### src/rtl/ub_reader_pkg.sv
package ub_reader_pkg;
  localparam int unsigned NBYTES    = 24;
  localparam int unsigned BYTE_W    = 8;
  localparam int unsigned ADDR_W    = 8;
  localparam logic [7:0]  IDX_ADDR  = 8'h50;
  localparam logic [7:0]  DATA_ADDR = 8'h51;
endpackage

### src/rtl/ub_capture_buf.sv
module ub_capture_buf #(
  parameter int unsigned NBYTES = 24,
  parameter int unsigned BYTE_W = 8
) (
  input  logic                         clk_i,
  input  logic                         rst_ni,
  input  logic                         ub_vld_i,
  input  logic                         ub_bit_i,
  input  logic                         blk_done_i,
  output logic [NBYTES-1:0][BYTE_W-1:0] cap_o
);
  localparam int unsigned NBITS = NBYTES * BYTE_W;
  localparam int unsigned CW    = $clog2(NBITS + 1);

  logic [CW-1:0]  cnt_q;
  logic [NBITS-1:0] bits_q;
  logic [CW-1:0]  wr_idx;
  logic           wr_ok;

  // strobe coinciding with block end starts the next block
  assign wr_idx = blk_done_i ? '0 : cnt_q;
  assign wr_ok  = ub_vld_i && (blk_done_i || (cnt_q < CW'(NBITS)));

  always_ff @(posedge clk_i or negedge rst_ni) begin
    if (!rst_ni) begin
      cnt_q  <= '0;
      bits_q <= '0;
    end else begin
      if (wr_ok) bits_q[wr_idx] <= ub_bit_i;
      if (blk_done_i)    cnt_q <= ub_vld_i ? CW'(1) : '0;
      else if (wr_ok)    cnt_q <= cnt_q + CW'(1);
    end
  end

  for (genvar b = 0; b < NBYTES; b++) begin : g_pack
    assign cap_o[b] = bits_q[b*BYTE_W +: BYTE_W];
  end
endmodule

### src/rtl/ub_shadow_buf.sv
module ub_shadow_buf #(
  parameter int unsigned NBYTES = 24,
  parameter int unsigned BYTE_W = 8
) (
  input  logic                          clk_i,
  input  logic                          rst_ni,
  input  logic                          load_i,
  input  logic [NBYTES-1:0][BYTE_W-1:0] cap_i,
  output logic [NBYTES-1:0][BYTE_W-1:0] shd_o
);
  always_ff @(posedge clk_i or negedge rst_ni) begin
    if (!rst_ni)     shd_o <= '0;
    else if (load_i) shd_o <= cap_i;
  end
endmodule

### src/rtl/ub_offset_ctl.sv
module ub_offset_ctl #(
  parameter int unsigned NBYTES = 24,
  parameter int unsigned BYTE_W = 8,
  localparam int unsigned OW    = $clog2(NBYTES)
) (
  input  logic              clk_i,
  input  logic              rst_ni,
  input  logic              set_i,
  input  logic [BYTE_W-1:0] set_val_i,
  input  logic              adv_i,
  output logic [OW-1:0]     off_o,
  output logic [OW-1:0]     eff_o
);
  localparam logic [OW-1:0] LAST = OW'(NBYTES - 1);

  logic [OW-1:0] clamped;
  logic [OW-1:0] nxt;

  assign clamped = (set_val_i >= BYTE_W'(NBYTES)) ? LAST : set_val_i[OW-1:0];
  assign eff_o   = set_i ? clamped : off_o;
  assign nxt     = adv_i ? ((eff_o == LAST) ? '0 : eff_o + OW'(1)) : eff_o;

  always_ff @(posedge clk_i or negedge rst_ni) begin
    if (!rst_ni) off_o <= '0;
    else         off_o <= nxt;
  end
endmodule

### src/rtl/ub_indirect_reader.sv
module ub_indirect_reader
  import ub_reader_pkg::*;
#(
  parameter int unsigned N_BYTES  = NBYTES,
  parameter int unsigned B_W      = BYTE_W,
  parameter int unsigned A_W      = ADDR_W,
  parameter logic [A_W-1:0] A_IDX  = A_W'(IDX_ADDR),
  parameter logic [A_W-1:0] A_DATA = A_W'(DATA_ADDR)
) (
  input  logic           clk_i,
  input  logic           rst_ni,
  input  logic           ub_vld_i,
  input  logic           ub_bit_i,
  input  logic           blk_done_i,
  input  logic           wr_en_i,
  input  logic [A_W-1:0] wr_addr_i,
  input  logic [B_W-1:0] wr_data_i,
  input  logic           rd_en_i,
  input  logic [A_W-1:0] rd_addr_i,
  output logic [B_W-1:0] rd_data_o
);
  localparam int unsigned OW = $clog2(N_BYTES);

  logic [N_BYTES-1:0][B_W-1:0] cap;
  logic [N_BYTES-1:0][B_W-1:0] shadow_q;
  logic [OW-1:0]               offset_q;
  logic [OW-1:0]               eff_off;
  logic                        set_idx, rd_data_sel, rd_idx_sel;
  logic [B_W-1:0]              rd_d;

  assign set_idx     = wr_en_i && (wr_addr_i == A_IDX);
  assign rd_data_sel = rd_en_i && (rd_addr_i == A_DATA);
  assign rd_idx_sel  = rd_en_i && (rd_addr_i == A_IDX);

  ub_capture_buf #(.NBYTES(N_BYTES), .BYTE_W(B_W)) u_cap (
    .clk_i, .rst_ni, .ub_vld_i, .ub_bit_i, .blk_done_i, .cap_o(cap)
  );

  ub_shadow_buf #(.NBYTES(N_BYTES), .BYTE_W(B_W)) u_shd (
    .clk_i, .rst_ni, .load_i(blk_done_i), .cap_i(cap), .shd_o(shadow_q)
  );

  ub_offset_ctl #(.NBYTES(N_BYTES), .BYTE_W(B_W)) u_off (
    .clk_i, .rst_ni, .set_i(set_idx), .set_val_i(wr_data_i),
    .adv_i(rd_data_sel), .off_o(offset_q), .eff_o(eff_off)
  );

  always_comb begin
    rd_d = '0;
    if (rd_data_sel)     rd_d = shadow_q[eff_off];
    else if (rd_idx_sel) rd_d = B_W'(offset_q);
  end

  always_ff @(posedge clk_i or negedge rst_ni) begin
    if (!rst_ni) rd_data_o <= '0;
    else         rd_data_o <= rd_d;
  end
endmodule

### config.mk
export PLATFORM = sky130hd
export DESIGN_NAME = ub_indirect_reader
export DESIGN_NICKNAME = d
export VERILOG_FILES = /design/src/rtl/ub_reader_pkg.sv /design/src/rtl/ub_capture_buf.sv /design/src/rtl/ub_shadow_buf.sv /design/src/rtl/ub_offset_ctl.sv /design/src/rtl/ub_indirect_reader.sv
export SDC_FILE = /design/constraint.sdc
export NUM_CORES = 1
export LEC_CHECK = 0
export BUFFER_PORTS_ARGS = -buffer_cell sky130_fd_sc_hd__clkbuf_2
export CAP_MARGIN = 20
export CORE_MARGIN = 5
export CORE_UTILIZATION = 30
export DETAILED_ROUTE_END_ITERATION = 7
export PLACE_DENSITY = 0.41
export SYNTH_ARGS = -nofsm -noshare
export SYNTH_HDL_FRONTEND = slang
export SYNTH_HIERARCHICAL = 1
export SYNTH_SLANG_ARGS = --single-unit
### constraint.sdc
create_clock -name clk_i -period 5.68 [get_ports clk_i]
set_input_delay 0.568 -clock clk_i [delete_from_list [all_inputs] [get_ports clk_i]]
set_output_delay 0.568 -clock clk_i [all_outputs]
set_load 0.02 [all_outputs]
-- Word-level counts from Yosys, hierarchy flattened
Cells that the tools add are included.
- output and inout bits: 8
- word-level logic and storage cells: 61
- register bits after elaboration: 405
- bits of input ports: 31
- $add $sub $neg: 2
- multiplexer cells: 15
- reduce and logical (&&, ||, !) cells: 7
- equality and inequality tests: 4
- $lt $le $gt $ge: 5
- operators by type and width (cell ; count):
    $bwmux W192 ; 1
    $bmux W8 S5 ; 1
    $mux W8 ; 5
    $mux W5 ; 5
    $eq A8 B7 Y1 const B ; 3
    $lt A8 B9 Y1 const B ; 1
    $add A8 B1 Y8 const B ; 1
    $demux W1 S8 ; 1
    $ge A8 B1 Y1 const B ; 1
    $ge A8 B5 Y1 const B ; 1
    $lt A8 B8 Y1 const B ; 1
    $lt A5 B6 Y1 const B ; 1
    $add A5 B1 Y5 const B ; 1
    $eq A5 B5 Y1 const B ; 1
    $logic_and A1 B1 Y1 ; 5
    $mux W1 ; 2
    $reduce_bool A2 Y1 ; 1
    $logic_or A1 B1 Y1 ; 1

-- Logic depth before layout (Yosys ltp)
Gate-level depths: netlist of run 1.
- depth in word-level cells: 6
- depth in mapped cells: 13
- gate-level depth less buffers: 10

-- Modules after synthesis
The synthesis of run 1 kept the hierarchy.
- by module, submodules not included (module ; times used ; area each (um^2) ; sequential area each (um^2) ; cells each):
    ub_capture_buf ; 1 ; 8740.9 ; 5004.8 ; 722
    ub_shadow_buf ; 1 ; 7196.9 ; 4804.6 ; 405
    ub_indirect_reader ; 1 ; 1880.6 ; 200.2 ; 149
    ub_offset_ctl ; 1 ; 376.6 ; 125.1 ; 38

-- Least setup slack after synthesis of run 1
No wires, ideal clock.
- kind: input -> register
- start: input port wr_addr_i[2]
- end: register rd_data_o[3]
- library setup time: 0.124 ns
- setup slack: 2.660 ns
- buffers on the path: 3
- data required time: 5.556 ns
- stages: 12
- arrival time: 2.896 ns
- path through: nor4b_1 nand3_1 nor4_1 clkbuf_8 nor2_1 nor2_1 buf_4 buf_4 mux4_2 mux2i_1 o22ai_1 a211o_1
- longest elaborated chain between the ends: 6
- RTL lines (element ; RTL line ; text):
    from (decl) ; ub_indirect_reader.sv:16 ; input logic [A_W-1:0] wr_addr_i,
    $eq A8 B7 Y1 ; ub_indirect_reader.sv:31 ; assign set_idx = wr_en_i && (wr_addr_i == A_IDX);
    $logic_and A1 B1 Y1 ; ub_indirect_reader.sv:31 ;
    named net set_idx ; ub_indirect_reader.sv:28 ; logic set_idx, rd_data_sel, rd_idx_sel;
    $mux W5 ; ub_offset_ctl.sv:20 ; assign eff_o = set_i ? clamped : off_o;
    named net eff_off[1] ; ub_indirect_reader.sv:27 ; logic [OW-1:0] eff_off;
    $bmux W8 S5 ; ub_indirect_reader.sv:50 ; if (rd_data_sel) rd_d = shadow_q[eff_off];
    $mux W8 (not written as such) ; ub_indirect_reader.sv:50 ;
    $mux W8 ; ub_indirect_reader.sv:50 ;
    named net rd_d[3] ; ub_indirect_reader.sv:29 ; logic [B_W-1:0] rd_d;
    to (signal assigned) ; ub_indirect_reader.sv:56 ; else rd_data_o <= rd_d;
    to (decl) ; ub_indirect_reader.sv:20 ; output logic [B_W-1:0] rd_data_o
The timed path passes the listed nets, and every way through them passes these cells. The select of a mux whose other input is x is not followed.
A chain may end at the register's enable or synchronous reset.

-- Worst setup path after layout of run 1
- start: input port wr_addr_i[2]
- end: register rd_data_o[4]
Same word-level chain as after synthesis.

==> results of run 1 <==
[state kept, by name (all words and copies together), names as in the netlist]
register,count
u_cap/cap_o,192
u_shd/shd_o,192
rd_data_o,8
u_cap/cnt_q,8
u_off/off_o,5
[report_power, final]
group | switching [mW] | internal [mW] | leakage, nW
Combinational | 0.238 | 0.133 | 3.31
Sequential | 0.0283 | 2.92 | 5.64
Clock | 1.25 | 1.80 | 0.773
[placed cells by master (no fill, tap or decap), types with 4 or more instances in the layout]
cell type	synthesis	layout
dfrtp_1	405	405
mux2_2	387	387
nor2_1	200	199
clkbuf_16	0	47
mux4_2	46	46
clkbuf_2	1	35
nand2_1	30	30
buf_4	11	20
nand3_1	18	18
mux2i_1	17	17
nand4_1	15	15
clkinv_2	0	13
nor3_1	11	11
a21oi_1	8	8
clkbuf_8	1	8
o22ai_1	7	7
nor2b_1	6	6
clkbuf_1	24	6
nand4_2	6	6
xor2_1	6	6
inv_1	6	5
a211o_1	5	5
and2_1	5	5
bufinv_16	0	4
[area by class of cell]
| cell class | instances | area share |
|---|---|---|
| multi-input combinational | 816 | 0.364 |
| clock inverter | 22 | 0.0111 |
| clock buffer | 61 | 0.0635 |
| sequential | 405 | 0.492 |
| inverter | 7 | 0.00128 |
| tap | 782 | 0.0475 |
| timing repair buffer | 61 | 0.0213 |
[routing by layer]
metal,GRT usage,vias up,wire [microns]
met2,0.238,147,22900
met3,0.0230,71,1440
li1,-,4719,-
met4,0.0391,0,1020
met5,0,-,0
met1,0.205,5612,22800
[critical path: cells and delay by family]
family	cells	cell delay (ps)
AO/OA/AOI/OAI	3	500
buffers and inverters	4	1440
multiplexers	2	500
AND/OR/NAND/NOR	3	560
[worst max path at each step]
stage | from | to | slack [ps]
floorplan | wr_addr_i[2] | rd_data_o[3] | 2660
global placement | wr_addr_i[2] | rd_data_o[5] | 1940
detailed placement | wr_addr_i[2] | rd_data_o[4] | 1890
CTS | wr_addr_i[2] | rd_data_o[4] | 2530
global route | wr_addr_i[2] | rd_data_o[4] | 2340
finish | wr_addr_i[2] | rd_data_o[4] | 2560
[kinds of logic after synthesis]
logic type	count (synthesis)	share of synthesized area
compound gates	41	0.0183
xor+xnor	7	0.00337
fa+ha+maj	1	0.000688
buf+inv	93	0.0329
flops	405	0.557
mux	452	0.308
simple gates	315	0.0798
==> out/metrics.cfg, run 1 <==
[floorplanning]
chipWidth_microns = 256
core.rowCount = 90
coreArea_sq_mm = 0.0602
start_util = 0.302
die_area_sq_mm = 0.0657
ios = 39
dieHeight_microns = 256

[finish]
nFillCells = 5875
finish.utilization = 0.342
drive_gt1_frac = 0.436
instances_no_fill = 2154
stdcell_area_sq_mm = 0.0206
multi_input_area_sq_mm = 0.00749
ff_latch_area_sq_mm = 0.0101
nNetsFinal = 1370
diodes = 0
syn2layout_area_growth_pct = 13.3

[clock_tree]
clock_path_buffers = 3
clk_pin_slew_ps = 60
hold_buffers = 0
cts_resized = 0
clock_latency_ps = 590
postCtsSetupBuffers = 0
clock_sinks = 405
cts_buffers = 47
cts-root-buf = clkbuf_16
htreeDepth = 2
tritoncts = built

[global_routing]
grt_pass1_vias = 11419
grt_pass1_wl_microns = 74700
antenna_found_initial = 0
grt_overflow = 0
grt_max_degree = 102
grt_use_total = 0.146

[sta]
skew_ps = 19.8
fmax_ghz = 0.320
tightestPinTransition_ps = 1120
finalWorstSetupSlack_ps = 2560
drv_slew = 0
setup_tns_ps = 0
min_period_ps = 3120
hold_ws_ps = 43.6
period_share = 0.550
hold_viol = 0
relSlewSlack = 0.250
setup_viol = 0
rsz0062_at_grt = no

[placed_design]
io_buffers = 38
placedCellCount = 2070
dpl-instance-area_sq_mm = 0.0190
dp_hpwl_microns = 29300
post-place-ws_ps = 1890
routabilityCongestion = 0.726

[yosys]
synth_top_area_frac = 0.557
synthTopCellsByArea = dfrtp_1, mux2_2, mux4_2
yosysMostFrequentCell = dfrtp_1
syn-num-nets = 1346
ys_seq_area_frac = 0.557
synth-seq-cells = 405
synth_top_area_cell = dfrtp_1
yosysWarnings = 6
synth.avg_cell_area_sq_um = 13.8
ys.flop_type = dfrtp_1
synth_edf_count = 0
synth_commonest_cells = dfrtp_1, mux2_2, nor2_1
synthArstFlopShare = 1.00
syn_area_sq_mm = 0.0182
postSynthCellCount = 1314
synth.distinct_cells = 63

[detailed_routing]
wl_per_cell_microns = 22.4
drtIter0Drc = 466
dr.pass1.iters = 4
vias = 10549
ant_nets = 0
avgViaCountPerCell = 4.90
post-route-drc-count = 0
drt-total-wl_microns = 48200

[worst_setup_path]
rr_worst_depth = 7
r2r-start = u_off/off_o[2]
r2r-end = rd_data_o[4]
crit_required_ps = 6130
critical_path.cell_chain = clkbuf_2 -> nor4b_1 -> nand3_1 -> nor4_2 -> buf_4 -> o22ai_1 -> inv_2 -> buf_4 -> mux4_2 -> mux2i_1 -> o22ai_1 -> a211o_1
path_class = input pin to flip-flop
end_kind = flip-flop
crit_arrival_ps = 3570
cpMaxStageDelayCell = inv_2
setup.worst_path.start_class = input pin
rrSetupSlack_ps = 2900
path_max_fanout = 29
worst_path_largest_cell_delay_ps = 680

[worst_hold_path]
hold_class = input pin to asynchronous set/reset pin

[power]
p_leak_nw = 9.72
peakVddDrop_uv = 185
power_density_mw_per_mm2 = 309
finalPower_mw = 6.37

[job]
drv_cap = 0

[outcome]
outcome = finished, final reports clean

No activity file was read; power rests on OpenSTA's default activity.
==> run 2, diff against run 1 <==
clock period = 3.1 ns   (was 5.68 ns; I/O delays follow)
==> run 2 against run 1 <==
Net effect: first-iteration DRC count grew 8.2%; clock skew shrank 4.2 ps; sequential share of layout area shrank 1.0 points; setup slack lost 2000 ps; register-to-register slack lost 2300 ps; critical path depth grew 3; routed wire length shrank 0.29%; core utilization grew 0.72 points; clock power grew 81%; total power grew 83%; cell count grew 1.9%.
==> out/metrics.cfg, run 2 (synthesis results as in run 1) <==
[power]
peakVddDrop_uv = 361  ; +95%
p_leak_nw = 9.94  ; +2.3%
p_int_mw = 8.98  ; +85%
seqPwrFrac = 0.462  ; about the same
swShare = 0.231  ; -0.00687
power_density_mw_per_mm2 = 555  ; +79%
switchingPower_mw = 2.70  ; +78%
pwr-share-comb = 0.064  ; +0.006
p_clk_frac = 0.473  ; -0.006

[global_routing]
antenna_found_initial = 1  ; +1
grt_use_total = 0.146  ; -0.000245
grt_overflow = 0  ; unchanged
grt_pass1_wl_microns = 74700  ; about the same
grt_max_degree = 102  ; unchanged
grt_pass1_vias = 11424  ; +0.044%

[sta]
fmax_ghz = 0.392
setup_viol = 0  ; unchanged
period_share = 0.822
skew_ps = 15.5  ; -4.24 ps
setup_tns_ps = 0  ; unchanged
min_period_ps = 2550
rsz0062_at_grt = no
tightestPinTransition_ps = 997  ; -124 ps
drv_slew = 0  ; unchanged
hold_viol = 0  ; unchanged
relSlewSlack = 0.335  ; +0.0849

[detailed_routing]
drtIter0Drc = 504  ; +8.2%
wl_per_cell_microns = 21.9  ; -2.1%
drt-total-wl_microns = 48000  ; -0.29%
ant_nets = 0  ; unchanged
avgViaCountPerCell = 4.87  ; -0.59%
dr.pass1.iters = 4  ; unchanged
post-route-drc-count = 0  ; unchanged
vias = 10681  ; +1.3%

[floorplanning]
dieHeight_microns = 256  ; unchanged
coreArea_sq_mm = 0.0602  ; unchanged
ios = 39  ; unchanged
chipWidth_microns = 256  ; unchanged
die_area_sq_mm = 0.0657  ; unchanged
core.rowCount = 90  ; unchanged
start_util = 0.302  ; unchanged

[finish]
multi_input_area_sq_mm = 0.00749  ; unchanged
nNetsFinal = 1407  ; +2.7%
final_common_cell = dfrtp_1
drive_gt1_frac = 0.448  ; +0.0117
ff_latch_area_sq_mm = 0.0101  ; unchanged
mostFrequentLayoutCells = dfrtp_1, mux2_2, nor2_1, clkbuf_16, mux4_2
nFillCells = 5825  ; -0.85%
finish.utilization = 0.349  ; +0.00723
diodes = 0  ; unchanged
syn2layout_area_growth_pct = 15.6

[clock_tree]
clock_latency_ps = 570  ; -20 ps
postCtsSetupBuffers = 0  ; unchanged
clock_sinks = 405  ; unchanged
tritoncts = built
htreeDepth = 2  ; unchanged
clock_path_buffers = 3  ; unchanged
cts_buffers = 47  ; unchanged
cts-root-buf = clkbuf_16
clk_pin_slew_ps = 60  ; about the same

[worst_hold_path]
hold_class = input pin to flip-flop

[outcome]
outcome = finished, final reports clean

[worst_setup_path]
setup.worst_path.start_class = input pin
end_kind = flip-flop
crit_arrival_ps = 2970  ; -600 ps
path_max_fanout = 16  ; -45%
crit_required_ps = 3530  ; -2600 ps
path_class = input pin to flip-flop

[job]
drv_cap = 0  ; unchanged

[placed_design]
routabilityCongestion = 0.744  ; +2.4%
dp_hpwl_microns = 30200  ; +3.1%
io_buffers = 38  ; unchanged

==> run 2: cell types whose count changed in the layout (fill, tap and decap cells not counted) <==
cell | before | now
buf_12 | 2 | 15
buf_16 | 1 | 0
buf_4 | 20 | 45
buf_8 | 3 | 2
bufinv_16 | 4 | 1
clkbuf_1 | 6 | 11
clkbuf_16 | 47 | 49
clkbuf_8 | 8 | 15
clkinv_2 | 13 | 9
clkinv_4 | 2 | 1
dlygate4sd3_1 | 0 | 1
inv_6 | 3 | 0
==> run 2: worst paths after layout <==
kind,end,slack [ps],depth (start not counted),start
setup / recovery,rd_data_o[7],550,15,wr_addr_i[2]
max in group asynchronous,u_shd/shd_o[37],2040,3,rst_ni
hold reg to reg,u_shd/shd_o[106],490,1,u_cap/cap_o[106]
min in group asynchronous,u_cap/cap_o[190],250,2,rst_ni
setup reg to reg,rd_data_o[2],610,7,u_off/off_o[1]
hold / removal,u_off/off_o[1],100,2,wr_data_i[1]
==> run 2: power groups by stage <==
stage | sequential, mW | combinational [mW] | clock, mW
2_1_floorplan | 5.47 | 0.452 | 0
3_3_place_gp | 5.50 | 0.770 | 0
3_5_place_dp | 5.50 | 0.779 | 0
4_1_cts | 5.40 | 0.783 | 5.75
5_1_grt | 5.41 | 0.830 | 5.97
6_report | 5.40 | 0.752 | 5.53
==> run 2: final cells by class <==
| cell class | count | share of cell area |
|---|---|---|
| repair buffers | 98 | 0.0406 |
| flip-flops and latches | 405 | 0.482 |
| well taps | 782 | 0.0465 |
| inverters | 7 | 0.00125 |
| clock buffers | 75 | 0.0700 |
| multi-input cells | 816 | 0.356 |
| clock inverters | 11 | 0.00398 |
==> run 2: metrics by stage <==
stage | worst slack, ps | cells | area, sq um | power [mW] | hold WS [ps]
2_1_floorplan | 338 | 1314 | 18200 | 5.92 | 14.4
3_3_place_gp | -29.3 | 2107 | 19500 | 6.27 | 230
3_5_place_dp | -44.9 | 2107 | 19500 | 6.27 | 230
4_1_cts | 552 | 2194 | 21000 | 11.9 | 64.8
5_1_grt | 400 | 2194 | 21000 | 12.2 | 76.7
6_report | 551 | 2194 | 21000 | 11.7 | 101
==> run 2: worst max-delay path, stage by stage <==
cell,delay [ps]
clkbuf_2,80
nor4b_1,290
nand3_1,130
nor4_2,140
buf_4,160
buf_4,150
nand3_1,140
buf_4,190
o22ai_1,200
inv_2,110
buf_4,250
mux4_2,330
nor2b_1,150
a211oi_1,220
o22ai_1,130
==> run 2: repair_timing <==
action                                 4_1_cts  5_1_grt
hold buffers                                 1        0
endpoints found under the hold margin       31        0
gates resized for setup                      0        0
==> run 2: metal layers <==
layer	up-vias	routed length (microns)	GRT usage
li1	4805	-	-
met1	5673	23100	0.210
met2	133	22300	0.232
met3	70	1550	0.0236
met4	0	1030	0.0382
met5	-	0	0
